[src/rtl/sata_oob_pkg.sv]
package sata_oob_pkg;
  localparam logic [31:0] ALIGN_WORD = 32'h7B4A4ABC;
  localparam logic [31:0] SYNC_WORD  = 32'hB5B5957C;
  localparam logic [3:0]  K_BYTE0    = 4'b0001;

  typedef enum logic [1:0] {TX_IDLE, TX_ALIGN, TX_SYNC} txSel_e;

  // control -> datapath strobes
  typedef struct packed {
    txSel_e txSel;
    logic   rstRun;
    logic   timerRun;
  } dpCtrl_t;

  // datapath -> control status
  typedef struct packed {
    logic alignSeen;
    logic rstLast;
    logic timerLast;
  } dpStat_t;

  typedef enum logic [3:0] {
    S_IDLE, S_HOLD, S_SEND_INIT, S_INIT_WAIT, S_WAKE_WAIT, S_SEND_WAKE,
    S_WAKEDONE_WAIT, S_RXRST, S_RSTDONE_WAIT, S_ALIGN_WAIT, S_LINK
  } oobState_e;
endpackage

[src/rtl/sata_oob_cnt.sv]
module sata_oob_cnt #(
  parameter int LIMIT = 4
) (
  input  logic clk,
  input  logic rstN,
  input  logic run,
  output logic last
);
  localparam int W = (LIMIT < 2) ? 1 : $clog2(LIMIT);
  localparam logic [W-1:0] END_VAL = W'(LIMIT - 1);

  logic [W-1:0] cnt;

  always_ff @(posedge clk) begin
    if (!rstN || !run) cnt <= '0;
    else               cnt <= cnt + 1'b1;
  end

  assign last = run && (cnt == END_VAL);
endmodule

[src/rtl/sata_oob_dp.sv]
module sata_oob_dp
  import sata_oob_pkg::*;
#(
  parameter int RST_LEN    = 4,
  parameter int ALIGN_WAIT = 64
) (
  input  logic        clk,
  input  logic        rstN,
  input  dpCtrl_t     ctl,
  input  logic [31:0] rxData,
  input  logic [3:0]  rxCharIsK,
  output dpStat_t     stat,
  output logic [31:0] txData,
  output logic [3:0]  txCharIsK
);
  logic rstLast, timerLast;

  sata_oob_cnt #(.LIMIT(RST_LEN)) rstCnt_i (
    .clk(clk), .rstN(rstN), .run(ctl.rstRun), .last(rstLast));

  sata_oob_cnt #(.LIMIT(ALIGN_WAIT)) waitCnt_i (
    .clk(clk), .rstN(rstN), .run(ctl.timerRun), .last(timerLast));

  always_comb begin
    stat.alignSeen = (rxData == ALIGN_WORD) && (rxCharIsK == K_BYTE0);
    stat.rstLast   = rstLast;
    stat.timerLast = timerLast;
  end

  always_comb begin
    unique case (ctl.txSel)
      TX_ALIGN: begin txData = ALIGN_WORD; txCharIsK = K_BYTE0; end
      TX_SYNC:  begin txData = SYNC_WORD;  txCharIsK = K_BYTE0; end
      default:  begin txData = '0;         txCharIsK = '0;      end
    endcase
  end
endmodule

[src/rtl/sata_oob_ctrl.sv]
module sata_oob_ctrl
  import sata_oob_pkg::*;
(
  input  logic    clk,
  input  logic    rstN,
  input  logic    rxComInitDet,
  input  logic    rxComWakeDet,
  input  logic    txComDone,
  input  logic    rxResetDone,
  input  dpStat_t stat,
  output dpCtrl_t ctl,
  output logic    txComInit,
  output logic    txComWake,
  output logic    rxCdrHold,
  output logic    rxReset,
  output logic    linkUp,
  output logic    timeoutFlag
);
  oobState_e state, nxt;

  always_comb begin
    nxt = state;
    if (rxComInitDet) nxt = S_HOLD;
    else begin
      unique case (state)
        S_IDLE:          nxt = S_IDLE;
        S_HOLD:          nxt = S_SEND_INIT;
        S_SEND_INIT:     nxt = S_INIT_WAIT;
        S_INIT_WAIT:     if (txComDone)      nxt = S_WAKE_WAIT;
        S_WAKE_WAIT:     if (rxComWakeDet)   nxt = S_SEND_WAKE;
        S_SEND_WAKE:     nxt = S_WAKEDONE_WAIT;
        S_WAKEDONE_WAIT: if (txComDone)      nxt = S_RXRST;
        S_RXRST:         if (stat.rstLast)   nxt = S_RSTDONE_WAIT;
        S_RSTDONE_WAIT:  if (rxResetDone)    nxt = S_ALIGN_WAIT;
        S_ALIGN_WAIT: begin
          if (stat.alignSeen)      nxt = S_LINK;
          else if (stat.timerLast) nxt = S_IDLE;
        end
        S_LINK:          nxt = S_LINK;
        default:         nxt = S_IDLE;
      endcase
    end
  end

  always_ff @(posedge clk) begin
    if (!rstN) begin
      state       <= S_IDLE;
      timeoutFlag <= 1'b0;
    end else begin
      state <= nxt;
      if (state == S_ALIGN_WAIT && !rxComInitDet && !stat.alignSeen && stat.timerLast)
        timeoutFlag <= 1'b1;
    end
  end

  always_comb begin
    txComInit = (state == S_SEND_INIT);
    txComWake = (state == S_SEND_WAKE);
    rxCdrHold = (state == S_HOLD) || (state == S_SEND_INIT) ||
                (state == S_INIT_WAIT) || (state == S_WAKE_WAIT);
    rxReset   = (state == S_RXRST);
    linkUp    = (state == S_LINK);
    ctl.rstRun   = (state == S_RXRST);
    ctl.timerRun = (state == S_ALIGN_WAIT);
    if (state == S_LINK) ctl.txSel = TX_SYNC;
    else if (state == S_RXRST || state == S_RSTDONE_WAIT || state == S_ALIGN_WAIT)
      ctl.txSel = TX_ALIGN;
    else ctl.txSel = TX_IDLE;
  end
endmodule

[src/rtl/sata_dev_oob_seq.sv]
module sata_dev_oob_seq
  import sata_oob_pkg::*;
#(
  parameter int RST_LEN    = 4,
  parameter int ALIGN_WAIT = 64
) (
  input  logic        clk,
  input  logic        rstN,
  input  logic        rxComInitDet,
  input  logic        rxComWakeDet,
  input  logic        txComDone,
  input  logic        rxResetDone,
  input  logic [31:0] rxData,
  input  logic [3:0]  rxCharIsK,
  output logic        txComInit,
  output logic        txComWake,
  output logic        rxCdrHold,
  output logic        rxReset,
  output logic [31:0] txData,
  output logic [3:0]  txCharIsK,
  output logic        linkUp,
  output logic        timeoutFlag
);
  dpCtrl_t ctl;
  dpStat_t stat;

  sata_oob_ctrl ctrl_i (
    .clk(clk), .rstN(rstN), .rxComInitDet(rxComInitDet), .rxComWakeDet(rxComWakeDet),
    .txComDone(txComDone), .rxResetDone(rxResetDone), .stat(stat), .ctl(ctl),
    .txComInit(txComInit), .txComWake(txComWake), .rxCdrHold(rxCdrHold),
    .rxReset(rxReset), .linkUp(linkUp), .timeoutFlag(timeoutFlag));

  sata_oob_dp #(.RST_LEN(RST_LEN), .ALIGN_WAIT(ALIGN_WAIT)) dp_i (
    .clk(clk), .rstN(rstN), .ctl(ctl), .rxData(rxData), .rxCharIsK(rxCharIsK),
    .stat(stat), .txData(txData), .txCharIsK(txCharIsK));
endmodule

[config.mk]
export PLATFORM = sky130hd
export DESIGN_NAME = sata_dev_oob_seq
export DESIGN_NICKNAME = d
export VERILOG_FILES = /design/src/rtl/sata_oob_pkg.sv /design/src/rtl/sata_oob_cnt.sv /design/src/rtl/sata_oob_dp.sv /design/src/rtl/sata_oob_ctrl.sv /design/src/rtl/sata_dev_oob_seq.sv
export SDC_FILE = /design/constraint.sdc
export NUM_CORES = 1
export LEC_CHECK = 0
export BUFFER_PORTS_ARGS = -buffer_cell sky130_fd_sc_hd__buf_2
export CORE_ASPECT_RATIO = 0.7
export CORE_MARGIN = 10
export CORE_UTILIZATION = 44
export CTS_CLUSTER_SIZE = 12
export DETAILED_ROUTE_END_ITERATION = 10
export HOLD_SLACK_MARGIN = 0.1
export PLACE_DENSITY = 0.81
export SETUP_SLACK_MARGIN = 0.3
export SLEW_MARGIN = 40
export SYNTH_ARGS = -nofsm -noshare
export SYNTH_HDL_FRONTEND = slang
export SYNTH_HIERARCHICAL = 1
export SYNTH_SLANG_ARGS = --single-unit
[constraint.sdc]
create_clock -name clk -period 6.2 [get_ports clk]
set_clock_uncertainty 0.05 [all_clocks]
set_input_delay 1.55 -clock clk [delete_from_list [all_inputs] [get_ports clk]]
set_output_delay 1.55 -clock clk [all_outputs]
set_load 0.02 [all_outputs]
# [After elaboration in Yosys (flattened, before gate mapping)]
# Index checks and enable logic that the tools add are counted.
[word_totals] output_inout_bits=42 wordCells=71 ramBits=0 ff_bits=13 latch_bits=0 in_bits=42 memories=0 rom_bits=0
[op_classes] mul=0 reduce_logical=22 eq_ne=28 n_div=0 mux=13 bitwise_logic=1 order_cmp=0 shifts=0 addsub=2
[ops] operator="one-hot mux 32 bit (2 select lines)" count=1
[ops] operator="one-hot mux 4 bit (10 select lines)" count=1
[ops] operator="== test 32 x 31 -> 1 bit, second input constant" count=1
[ops] operator="two-way mux 4 bit" count=7
[ops] operator="== test 4 x 3 -> 1 bit, second input constant" count=4
[ops] operator="== test 4 bit, second input constant" count=3
[ops] operator="inequality test 3 bit, second input constant" count=4
[ops] operator="AND reduction 6 bit" count=2
[ops] operator="== test 4 x 1 -> 1 bit, second input constant" count=2
[ops] operator="== test 4 x 2 -> 1 bit, second input constant" count=2
[ops] operator="inequality test 2 bit, second input constant" count=4
[ops] operator="logical OR 1 bit" count=7
[ops] operator="adder 6 x 1 -> 6 bit, second input constant" count=1
[ops] operator="== test 6 bit, second input constant" count=1
[ops] operator="logical AND 1 bit" count=6
[ops] operator="inequality test 3 x 2 -> 1 bit, second input constant" count=2
[ops] operator="logical NOT 1 bit" count=5
[ops] operator="== test 2 bit, second input constant" count=2
[ops] operator="inequality test 4 x 3 -> 1 bit, second input constant" count=1
[ops] operator="OR reduction 2 bit" count=2
[ops] operator="two-way mux 1 bit" count=3
[ops] operator="adder 2 x 1 -> 2 bit, second input constant" count=1
[ops] operator="== test 2 x 1 -> 1 bit, second input constant" count=1
[ops] operator="two-way mux 2 bit" count=1
[ops] operator="other kinds (2)" count=2

# [Logic depth before layout (Yosys ltp)]
# Gate-level depths: netlist (run 1).
[logic_depth] depth_word=8 mapped_depth=10 ltp_nobuf=7

# [Hierarchy]
# The synthesis (run 1) kept the hierarchy.
[modules_own_cells] mod="sata_oob_ctrl" area_per_inst_um2=455.4 seq_area_each_um2=100.1 instances=1 cells_per_inst=55
[modules_own_cells] mod="sata_oob_dp" area_per_inst_um2=420.4 seq_area_each_um2=0.0 instances=1 cells_per_inst=54
[modules_own_cells] mod="sata_oob_cnt at dp_i.waitCnt_i" area_per_inst_um2=227.7 seq_area_each_um2=120.1 instances=1 cells_per_inst=25
[modules_own_cells] mod="sata_oob_cnt at dp_i.rstCnt_i" area_per_inst_um2=76.3 seq_area_each_um2=40.0 instances=1 cells_per_inst=6

# [Least setup slack after synthesis (run 1)]
# No wires, ideal clock.
[synth_timing] path_kind="register to output" from="reg ctrl_i.state[2]" to="out txData[24]" slack_ns=2.497 path_stages_with_launch=8 arrival_time_ns=2.103 required_time_ns=4.600 cell_sequence="dfxtp_1 buf_2 nand2b_1 nor3b_1 buf_4 ha_1 inv_1 buf_4"
[synth_rtl] item="start: declaration" line_no="sata_oob_ctrl.sv:19" source="oobState_e state, nxt;"
[synth_rtl] item="start signal: assignment" line_no="sata_oob_ctrl.sv:50" source="state <= nxt;"
[synth_rtl] item="end: declaration" line_no="sata_dev_oob_seq.sv:19" source="output logic [31:0] txData,"

# [Worst setup path in the final report (run 1)]
[layout_timing] from="reg ctrl_i.state[3]" to="out txData[3]"
[layout_between] elab_chain_cells=7 word_cells_on_any_way=11
[layout_rtl] item="== test 4 x 3 -> 1 bit or == test 4 bit (tied branches)" line_no="sata_oob_ctrl.sv:66" source="else if (state == S_RXRST || state == S_RSTDONE_WAIT || state == S_ALIGN_WAIT)"
[layout_rtl] item="logical OR 1 bit (2 in series)" line_no="sata_oob_ctrl.sv:66"
[layout_rtl] item="two-way mux 1 bit" line_no="sata_oob_ctrl.sv:66"
[layout_rtl] item="two-way mux 2 bit (*)" line_no="sata_oob_ctrl.sv:65" source="if (state == S_LINK) ctl.txSel = TX_SYNC;"
[layout_rtl] item="== test 2 bit or == test 2 x 1 -> 1 bit (tied branches)" line_no="sata_oob_dp.sv:31" source="unique case (ctl.txSel)"
[layout_rtl] item="one-hot mux 32 bit (2 select lines) (*)" line_no="sata_oob_dp.sv:31"
# Every way passes the cells marked *; elsewhere a longest branch is shown, timed or not.

==> results of run 1 <==
## cell usage in the layout (no fill, tap or decap), types with 2 or more instances in the layout
cell       n
o21a_1     2
nor3_1     2
nand3_1    5
ha_1       4
xnor2_1    2
a21boi_1   2
mux2i_1    2
o21ai_0    2
buf_2     77
nand2_1    6
nor4b_1    4
dfxtp_1   13
a21oi_1    3
inv_1      6
nor2_1     8
xor2_1     3
conb_1     6
nand2b_1   3
and4b_1    2
nor3b_1    3
clkbuf_8   3
## stage by stage
step | utilization, % | total power [mW] | area [µm²] | setup WS, ps
after detailed placement | 52.5 | 0.116 | 1320 | 2900
after CTS | 54.3 | 0.190 | 1370 | 2630
after floorplan | - | 0.105 | 1200 | 2500
after global routing | 54.3 | 0.196 | 1370 | 2400
after global placement | 52.5 | 0.116 | 1320 | 2980
final | 54.3 | 0.189 | 1370 | 2600
## routing by layer
layer / vias up / track usage, %
met1: 458 / 11.6
li1: 533 / -
met2: 58 / 20.6
met3: 4 / 7.51
met5: - / 0
met4: 0 / 4.45
## area by class of cell
| class | instances | area share [%] |
|---|---|---|
| repair buffers | 77 | 28.2 |
| inverters | 6 | 1.65 |
| flip-flops and latches | 13 | 19.1 |
| well taps | 34 | 3.12 |
| multi-input cells | 85 | 44.6 |
| clock buffers | 4 | 3.30 |
## worst max-delay path by stage
stage	end	cells past startpoint	slack [ps]	start
after floorplan	txData[24]	7	2500	ctrl_i/state[2]
after global placement	txData[28]	5	2980	ctrl_i/state[3]
after detailed placement	txData[29]	5	2900	ctrl_i/state[3]
after CTS	txData[29]	5	2630	ctrl_i/state[3]
after global routing	txData[20]	4	2400	ctrl_i/state[3]
final	txData[3]	5	2600	ctrl_i/state[3]
## critical path: stages (launching register included)
cell      delay (ps)
dfxtp_1          600
nand2b_1         170
nor3b_1          360
ha_1             300
inv_1            130
buf_2            200
## state kept, by name (all words and copies together), names as in the netlist
signal	cells
dp_i/waitCnt_i/cnt	6
dp_i/rstCnt_i/cnt	2
ctrl_i/state	4
ctrl_i/timeoutFlag	1
## power breakdown
group / switching [mW] / internal [mW]
registers: 0.00256 / 0.0844
logic: 0.0126 / 0.0150
clock network: 0.0288 / 0.0453
## cell families (layout without fill, tap and decap cells)
kind of cell	after synthesis	after routing	share of synthesized area [%]
and+or+nand+nor	51	51	29.2
DFF	13	13	22.1
buffers and inverters	47	87	27.9
other	1	6	0.318
adders and majority gates	4	4	4.24
AOI/OAI and AO/OA	17	17	10.9
muxes	2	2	1.70
xor gates and xnor gates	5	5	3.71
==> out/metrics.yaml, run 1 <==
critical_path:
  r2r_slack_ps: 3950
  critPathCaptureType: "primary output"
  reg2reg_from: "ctrl_i/state[2]"
  crit_path_max_fanout: 14
  cp-start-kind: "flop"
  worstReg2RegEnd: "ctrl_i/state[3]"
  critPathRequiredTime_ps: 4600
  critPathArrivalTime_ps: 2000
  crit_type: "flop to primary output"
  worstRegToRegCells: 7
layout:
  drive_gt1_share_pct: 47.6
  fin_nets: 232
  regArea_um2: 260
  diodes: 0
  multi_input_area_um2: 609
  instances_no_fill: 219
  syn_to_final_growth_pct: 15.7
  n_fill_cell: 241
route:
  highest_layer: "met4"
  num_vias: 1053
  drc: 0
  finalWirelength_mm: 3.20
  wl_per_cell_um: 14.6
  first_pass_iters: 4
  drt-initial-drc-count: 53
  ant_nets: 0
  drt-met1-wl_mm: 1.17
  wl_met3_um: 440
  viasPerCell: 4.81
  wl_met2_mm: 1.54
yosys:
  synth_edf_count: 0
  yosys_warnings: 6
  ys_types: 49
  synth_most_common_cell: "buf_4"
  ys_ff_latch: 13
  synth_area_um2: 1180
  ys.flop_type: "dfxtp_1"
  synthTopCellsByCount: "buf_4, dfxtp_1, nor2_1"
  avgSynthCellArea_um2: 8.43
  synth_cells: 140
  async_flop_share_pct: 0
  synth-seq-area-share_pct: 22.1
  yosysTopAreaCellShare_pct: 23.5
  synth.area.top_cells: "buf_4, dfxtp_1, ha_1"
  synth_top_area_cell: "buf_4"
timing:
  fin_hold_ws_ps: 416
  period_minus_slack_ps: 3600
  slew_viol_final: 0
  final.setup.tns_ps: 0
  timing.final.crit_share_pct: 58.0
  finalSetupViolations: 0
  fmax_ghz: 0.278
  rsz0062_at_grt: "no"
  hold_viol_final: 0
global_route:
  antenna_found_initial: 0
  grt_overflow: 0
  grt_pass1_wl_mm: 5.13
  grt_use_total_pct: 12.1
  grt_pass1_vias: 1096
  grt_start_max_net_pins: 15
worst_hold_path:
  hp-start: "dp_i/waitCnt_i/cnt[0]"
  min_to: "dp_i/waitCnt_i/cnt[0]"
  hold_path_class: "flop to flop"
  worstHoldPathCells: 1
clock_network:
  clkSinkCount: 13
  cts_setup_buffers: 0
  cts.clk_slew.worst_paths_ps: 50
  cts-root-buf: "clkbuf_8"
  cts_hold_buf: 0
  ctsResizeCount: 0
  h-tree-depth: 1
  clock_latency_ps: 240
  cts_tree: "built"
  cts_inserted_buffers: 3
  ctsLongestPathBuffers: 2
placed_design:
  place_congestion: 0.804
  dp_hpwl_mm: 2.80
  dp.cells: 215
  port_buffers: 77
floorplan:
  die_y_um: 63.3
  die_w_um: 81.9
  pin_count: 84
  num_rows: 15
  floorplan.die_area_um2: 5190
  start_util_pct: 46.9
  design.core.area_um2: 2510
power:
  ir_drop_mv: 0.102
  power_leakage_nw: 0.746
  power_density_nw_per_um2: 138
flow_run:
  maxCapViolations: 0
outcome:
  status: "completed"
(Power assumes the default switching activity.)
==> run 2: changes to the inputs <==
--- a/config.mk
+++ b/config.mk
@@ -8,11 +8,11 @@
 export BUFFER_PORTS_ARGS = -buffer_cell sky130_fd_sc_hd__buf_2
 export CORE_ASPECT_RATIO = 0.7
 export CORE_MARGIN = 10
-export CORE_UTILIZATION = 44
+export CORE_UTILIZATION = 37
 export CTS_CLUSTER_SIZE = 12
 export DETAILED_ROUTE_END_ITERATION = 10
 export HOLD_SLACK_MARGIN = 0.1
-export PLACE_DENSITY = 0.81
+export PLACE_DENSITY = 0.73
 export SETUP_SLACK_MARGIN = 0.3
 export SLEW_MARGIN = 40
 export SYNTH_ARGS = -nofsm -noshare
==> constraint.sdc (replaced) <==
create_clock -name clk -period 3.2 [get_ports clk]
set_clock_uncertainty 0.05 [all_clocks]
set_input_delay 0.8 -clock clk [delete_from_list [all_inputs] [get_ports clk]]
set_output_delay 0.8 -clock clk [all_outputs]
set_load 0.02 [all_outputs]
==> out/metrics.yaml, run 2 (synthesis results as in run 1) <==
outcome:
  status: "completed"
placed_design:
  place_congestion: 0.800
  dp_hpwl_mm: 2.58
  dp.cells: 220
  port_buffers: 77
layout:
  drive_gt1_share_pct: 49.5
  regMostFlops: "dp_i/waitCnt_i/cnt"
  fin_nets: 233
  n_fill_cell: 313
  post-route-util_pct: 44.6
  syn_to_final_growth_pct: 17.4
  layout_common_cells: "buf_2, dfxtp_1, nor2_1"
  instances_no_fill: 224
  multi_input_area_um2: 614
  largest_reg_flops: 6
  layout.cells.most_common: "buf_2"
  regArea_um2: 263
  top_regs: "dp_i/waitCnt_i/cnt (6), ctrl_i/state (4), dp_i/rstCnt_i/cnt (2)"
  diodes: 0
critical_path:
  cpPeakStageDelay_ps: 560
  reg2reg_from: "ctrl_i/state[1]"
  cp_top_family: "flip-flops"
  r2r_slack_ps: 1030
  worstReg2RegEnd: "ctrl_i/state[3]"
  crit_top_cell: "inv_1"
  critPathCaptureType: "primary output"
  crit_path_max_fanout: 12
  path_buf_inv: 3
  path_cells: "nand2b_1, o22ai_1, inv_1, ha_1, inv_1, buf_2"
  crit_type: "flop to primary output"
  worstRegToRegCells: 7
  cp-start-kind: "flop"
  critPathRequiredTime_ps: 2350
  critPathArrivalTime_ps: 1820
  critPathSlowestCell: "dfxtp_1"
timing:
  finalSetupViolations: 0
  fmax_ghz: 0.374
  period_minus_slack_ps: 2670
  hold_viol_final: 0
  final.setup.tns_ps: 0
  timing.final.crit_share_pct: 83.4
  slew_viol_final: 0
  rsz0062_at_grt: "no"
clock_network:
  clock_latency_ps: 230
  h-tree-depth: 1
  cts_hold_buf: 0
  ctsLongestPathBuffers: 2
  cts-root-buf: "clkbuf_8"
  cts_tree: "built"
  clkSinkCount: 13
  cts.clk_slew.worst_paths_ps: 50
  cts_inserted_buffers: 3
global_route:
  grt_pass1_vias: 993
  grt_use_total_pct: 9.12
  grt_pass1_wl_mm: 4.54
  antenna_found_initial: 0
  grt_overflow: 0
  grt_start_max_net_pins: 15
power:
  power_density_nw_per_um2: 262
  ir_drop_mv: 0.179
  power_mw: 0.363
  power_leakage_nw: 0.753
worst_hold_path:
  worstHoldPathCells: 1
  min_to: "ctrl_i/timeoutFlag"
  hold_path_class: "flop to flop"
  hp-start: "ctrl_i/timeoutFlag"
route:
  drt-initial-drc-count: 74
  num_vias: 1035
  finalWirelength_mm: 3.03
  wl_per_cell_um: 13.5
  viasPerCell: 4.62
  drc: 0
  ant_nets: 0
  first_pass_iters: 4
floorplan:
  die_y_um: 67.2
  num_rows: 17
  design.core.area_um2: 3110
  die_w_um: 87.5
  floorplan.die_area_um2: 5880
  pin_count: 84
  start_util_pct: 38.0
flow_run:
  maxCapViolations: 0
run 2: layer usage:
| metal | vias up | track usage, % | wire (µm) |
|---|---|---|---|
| li1 | 533 | - | - |
| met1 | 460 | 10.5 | 1200 |
| met2 | 40 | 15.4 | 1590 |
| met3 | 2 | 4.21 | 225 |
| met4 | 0 | 1.79 | 19 |
| met5 | - | 0 | 0 |
run 2: cell type report:
class / instances / share of cell area (%)
Sequential cell: 13 / 19.0
Clock buffer: 4 / 3.25
Multi-Input combinational cell: 85 / 44.4
Tap cell: 38 / 3.43
Timing Repair Buffer: 78 / 28.4
Inverter: 6 / 1.63
run 2: how the worst max path moves through the flow:
stage,endpoint,cells after the start,startpoint
after floorplan,txData[24],7,ctrl_i/state[2]
after global placement,txData[28],6,ctrl_i/state[3]
after detailed placement,txData[24],6,ctrl_i/state[3]
after CTS,txData[24],6,ctrl_i/state[3]
after global routing,txData[29],6,ctrl_i/state[1]
final,txData[24],6,ctrl_i/state[1]
run 2: through the flow:
step	instance area (µm²)	hold slack, ps	setup WS [ps]
6_report	1390	445	530
5_1_grt	1390	477	319
4_1_cts	1380	441	432
3_5_place_dp	1340	420	698
3_3_place_gp	1340	396	771
2_1_floorplan	1200	380	496
run 2: power breakdown:
group	switching [mW]	internal, mW
sequential	0.00251	0.164
combinational	0.0274	0.0300
clock	0.0524	0.0875
total	0.0823	0.281
run 2: what timing repair did:
action / in CTS / in global routing
setup endpoints to repair: 0 / 8
buffers inserted: 0 / 0
gates resized for setup: 0 / 2
==> run 3: changes to the inputs <==
--- a/config.mk
+++ b/config.mk
@@ -5,10 +5,11 @@
 export SDC_FILE = /design/constraint.sdc
 export NUM_CORES = 1
 export LEC_CHECK = 0
+export ABC_AREA = 1
 export BUFFER_PORTS_ARGS = -buffer_cell sky130_fd_sc_hd__buf_2
 export CORE_ASPECT_RATIO = 0.7
 export CORE_MARGIN = 10
-export CORE_UTILIZATION = 37
+export CORE_UTILIZATION = 39
 export CTS_CLUSTER_SIZE = 12
 export DETAILED_ROUTE_END_ITERATION = 10
 export HOLD_SLACK_MARGIN = 0.1
==> constraint.sdc (replaced) <==
create_clock -name clk -period 2.2 [get_ports clk]
set_clock_uncertainty 0.05 [all_clocks]
set_input_delay 0.55 -clock clk [delete_from_list [all_inputs] [get_ports clk]]
set_output_delay 0.55 -clock clk [all_outputs]
set_load 0.02 [all_outputs]
==> out/metrics.yaml, run 3 <==
timing:
  fmax_ghz: 0.483
  period_minus_slack_ps: 2070
  rsz0062_at_grt: "yes"
  final.setup.tns_ps: 0
  hold_viol_final: 0
  slew_viol_final: 0
  finalSetupViolations: 0
  setup_ws_ps: 131
  timing.final.crit_share_pct: 94.1
clock_network:
  cts_tree: "built"
  cts-root-buf: "clkbuf_8"
  h-tree-depth: 1
  cts_inserted_buffers: 3
  clkSinkCount: 13
  cts_hold_buf: 0
  ctsLongestPathBuffers: 2
  cts.clk_slew.worst_paths_ps: 60
  clock_latency_ps: 240
critical_path:
  crit_type: "flop to primary output"
  r2r_slack_ps: 500
  worstReg2RegEnd: "ctrl_i/state[2]"
  reg2reg_from: "ctrl_i/state[2]"
  cp-start-kind: "flop"
  worstRegToRegCells: 12
  crit_start: "ctrl_i/state[2]"
  critPathRequiredTime_ps: 1600
  critPathCaptureType: "primary output"
  critPathArrivalTime_ps: 1470
  crit_path_max_fanout: 10
layout:
  layout_common_cells: "buf_2, nor2_1, nand2_1, inv_1, buf_4"
  layout.cells.most_common: "buf_2"
  multi_input_area_um2: 717
  regMostFlops: "dp_i/waitCnt_i/cnt"
  n_fill_cell: 313
  syn_to_final_growth_pct: 37.9
  post-route-util_pct: 57.1
  fin_nets: 323
  regArea_um2: 275
  largest_reg_flops: 6
  top_regs: "dp_i/waitCnt_i/cnt (6), ctrl_i/state (4), dp_i/rstCnt_i/cnt (2)"
  instances_no_fill: 323
  drive_gt1_share_pct: 45.7
  diodes: 0
yosys:
  synth.area.top_cells: "buf_4, dfxtp_1, nor2_1"
  ys_ff_latch: 13
  yosys_warnings: 6
  async_flop_share_pct: 0
  synth_top_area_cell: "buf_4"
  synthTopCellsByCount: "nor2_1, buf_4, nand2_1"
  synth_area_um2: 1330
  synth_cells: 217
  synth_edf_count: 0
  avgSynthCellArea_um2: 6.13
  synth_most_common_cell: "nor2_1"
  ys.flop_type: "dfxtp_1"
  ys_types: 24
  yosysTopAreaCellShare_pct: 20.9
  synth-seq-area-share_pct: 19.6
floorplan:
  floorplan.die_area_um2: 6180
  die_y_um: 68.9
  num_rows: 17
  pin_count: 84
  design.core.area_um2: 3210
  die_w_um: 89.8
  start_util_pct: 41.4
worst_hold_path:
  min_to: "dp_i/rstCnt_i/cnt[0]"
  hp-start: "dp_i/rstCnt_i/cnt[0]"
  hold_path_class: "flop to flop"
  worstHoldPathCells: 1
route:
  drt-initial-drc-count: 96
  first_pass_iters: 4
  drc: 0
  finalWirelength_mm: 3.90
  num_vias: 1363
  wl_per_cell_um: 12.1
  viasPerCell: 4.22
  ant_nets: 0
placed_design:
  place_congestion: 0.861
  dp_hpwl_mm: 3.13
  dp.cells: 311
  port_buffers: 77
  place_ws_ps: 253
global_route:
  grt_overflow: 0
  grt_pass1_wl_mm: 6.24
  grt_pass1_vias: 1293
  grt_start_max_net_pins: 13
  grt_use_total_pct: 12.3
  antenna_found_initial: 0
power:
  power_mw: 0.585
  power_leakage_nw: 0.997
  ir_drop_mv: 0.283
  power_density_nw_per_um2: 319
outcome:
  status: "completed"
flow_run:
  maxCapViolations: 0
run 3: cell types whose count changed after synthesis, sizes merged, moves of 3 or more:
cell | previous run | this run
buf | 40 | 37
inv | 6 | 39
nand2 | 6 | 45
nand2b | 3 | 0
nand3 | 6 | 13
nor2 | 9 | 45
nor4b | 5 | 0
xor2 | 3 | 0
run 3: per-layer routing:
metal / up-vias / global-route usage [%] / wire length [µm]
met2: 59 / 20.0 / 1760
met5: - / 0 / 0
li1: 734 / - / -
met1: 566 / 15.4 / 1880
met3: 4 / 2.91 / 223
met4: 0 / 5.22 / 38
run 3: repair_timing:
| item | in CTS | in global routing |
|---|---|---|
| pin swaps | 5 | 4 |
| setup buffers | 5 | 3 |
| resized for setup | 45 | 5 |
| setup endpoints to repair | 31 | 32 |
run 3: critical path: stages, from the launching register on:
cell and delay [ps]:
dfxtp_4 370, inv_2 60, nand2_1 100, o21ai_2 170
buf_4 140, ha_4 190, buf_2 190
run 3: worst max path at each step:
stage                            end  cells past startpoint
after floorplan           txData[24]                      9
after global placement    txData[24]                      7
after detailed placement   txData[3]                      7
after CTS                 txData[28]                      9
after global routing      txData[25]                      6
final                     txData[25]                      6
run 3: layout make-up:
class                      instances  share of cell area (%)
clock buffer                       3                    2.25
multi-input combinational        133                    39.1
sequential                        13                    15.0
tap                               47                    3.21
timing repair buffer              87                    31.7
clock inverter                     1                   0.273
inverter                          39                    8.53
run 3: kinds of logic after synthesis:
logic type,after synthesis,share of synthesized area [%]
flops,13,19.6
simple gates,109,37.7
buf+inv,76,31.9
other cells,1,0.282
compound gates,13,6.11
xor+xnor,1,0.659
fa+ha+maj,4,3.76
run 3: power by group:
group	internal (mW)	switching, mW	leakage [nW]
clock network	0.125	0.0838	0.0255
registers	0.236	0.00630	0.108
logic	0.0602	0.0736	0.863
run 3: per-stage QoR:
step	hold slack (ps)	area, µm²
5_1_grt	409	1830
2_1_floorplan	347	1480
3_5_place_dp	368	1590
3_3_place_gp	363	1590
4_1_cts	376	1800
6_report	376	1830
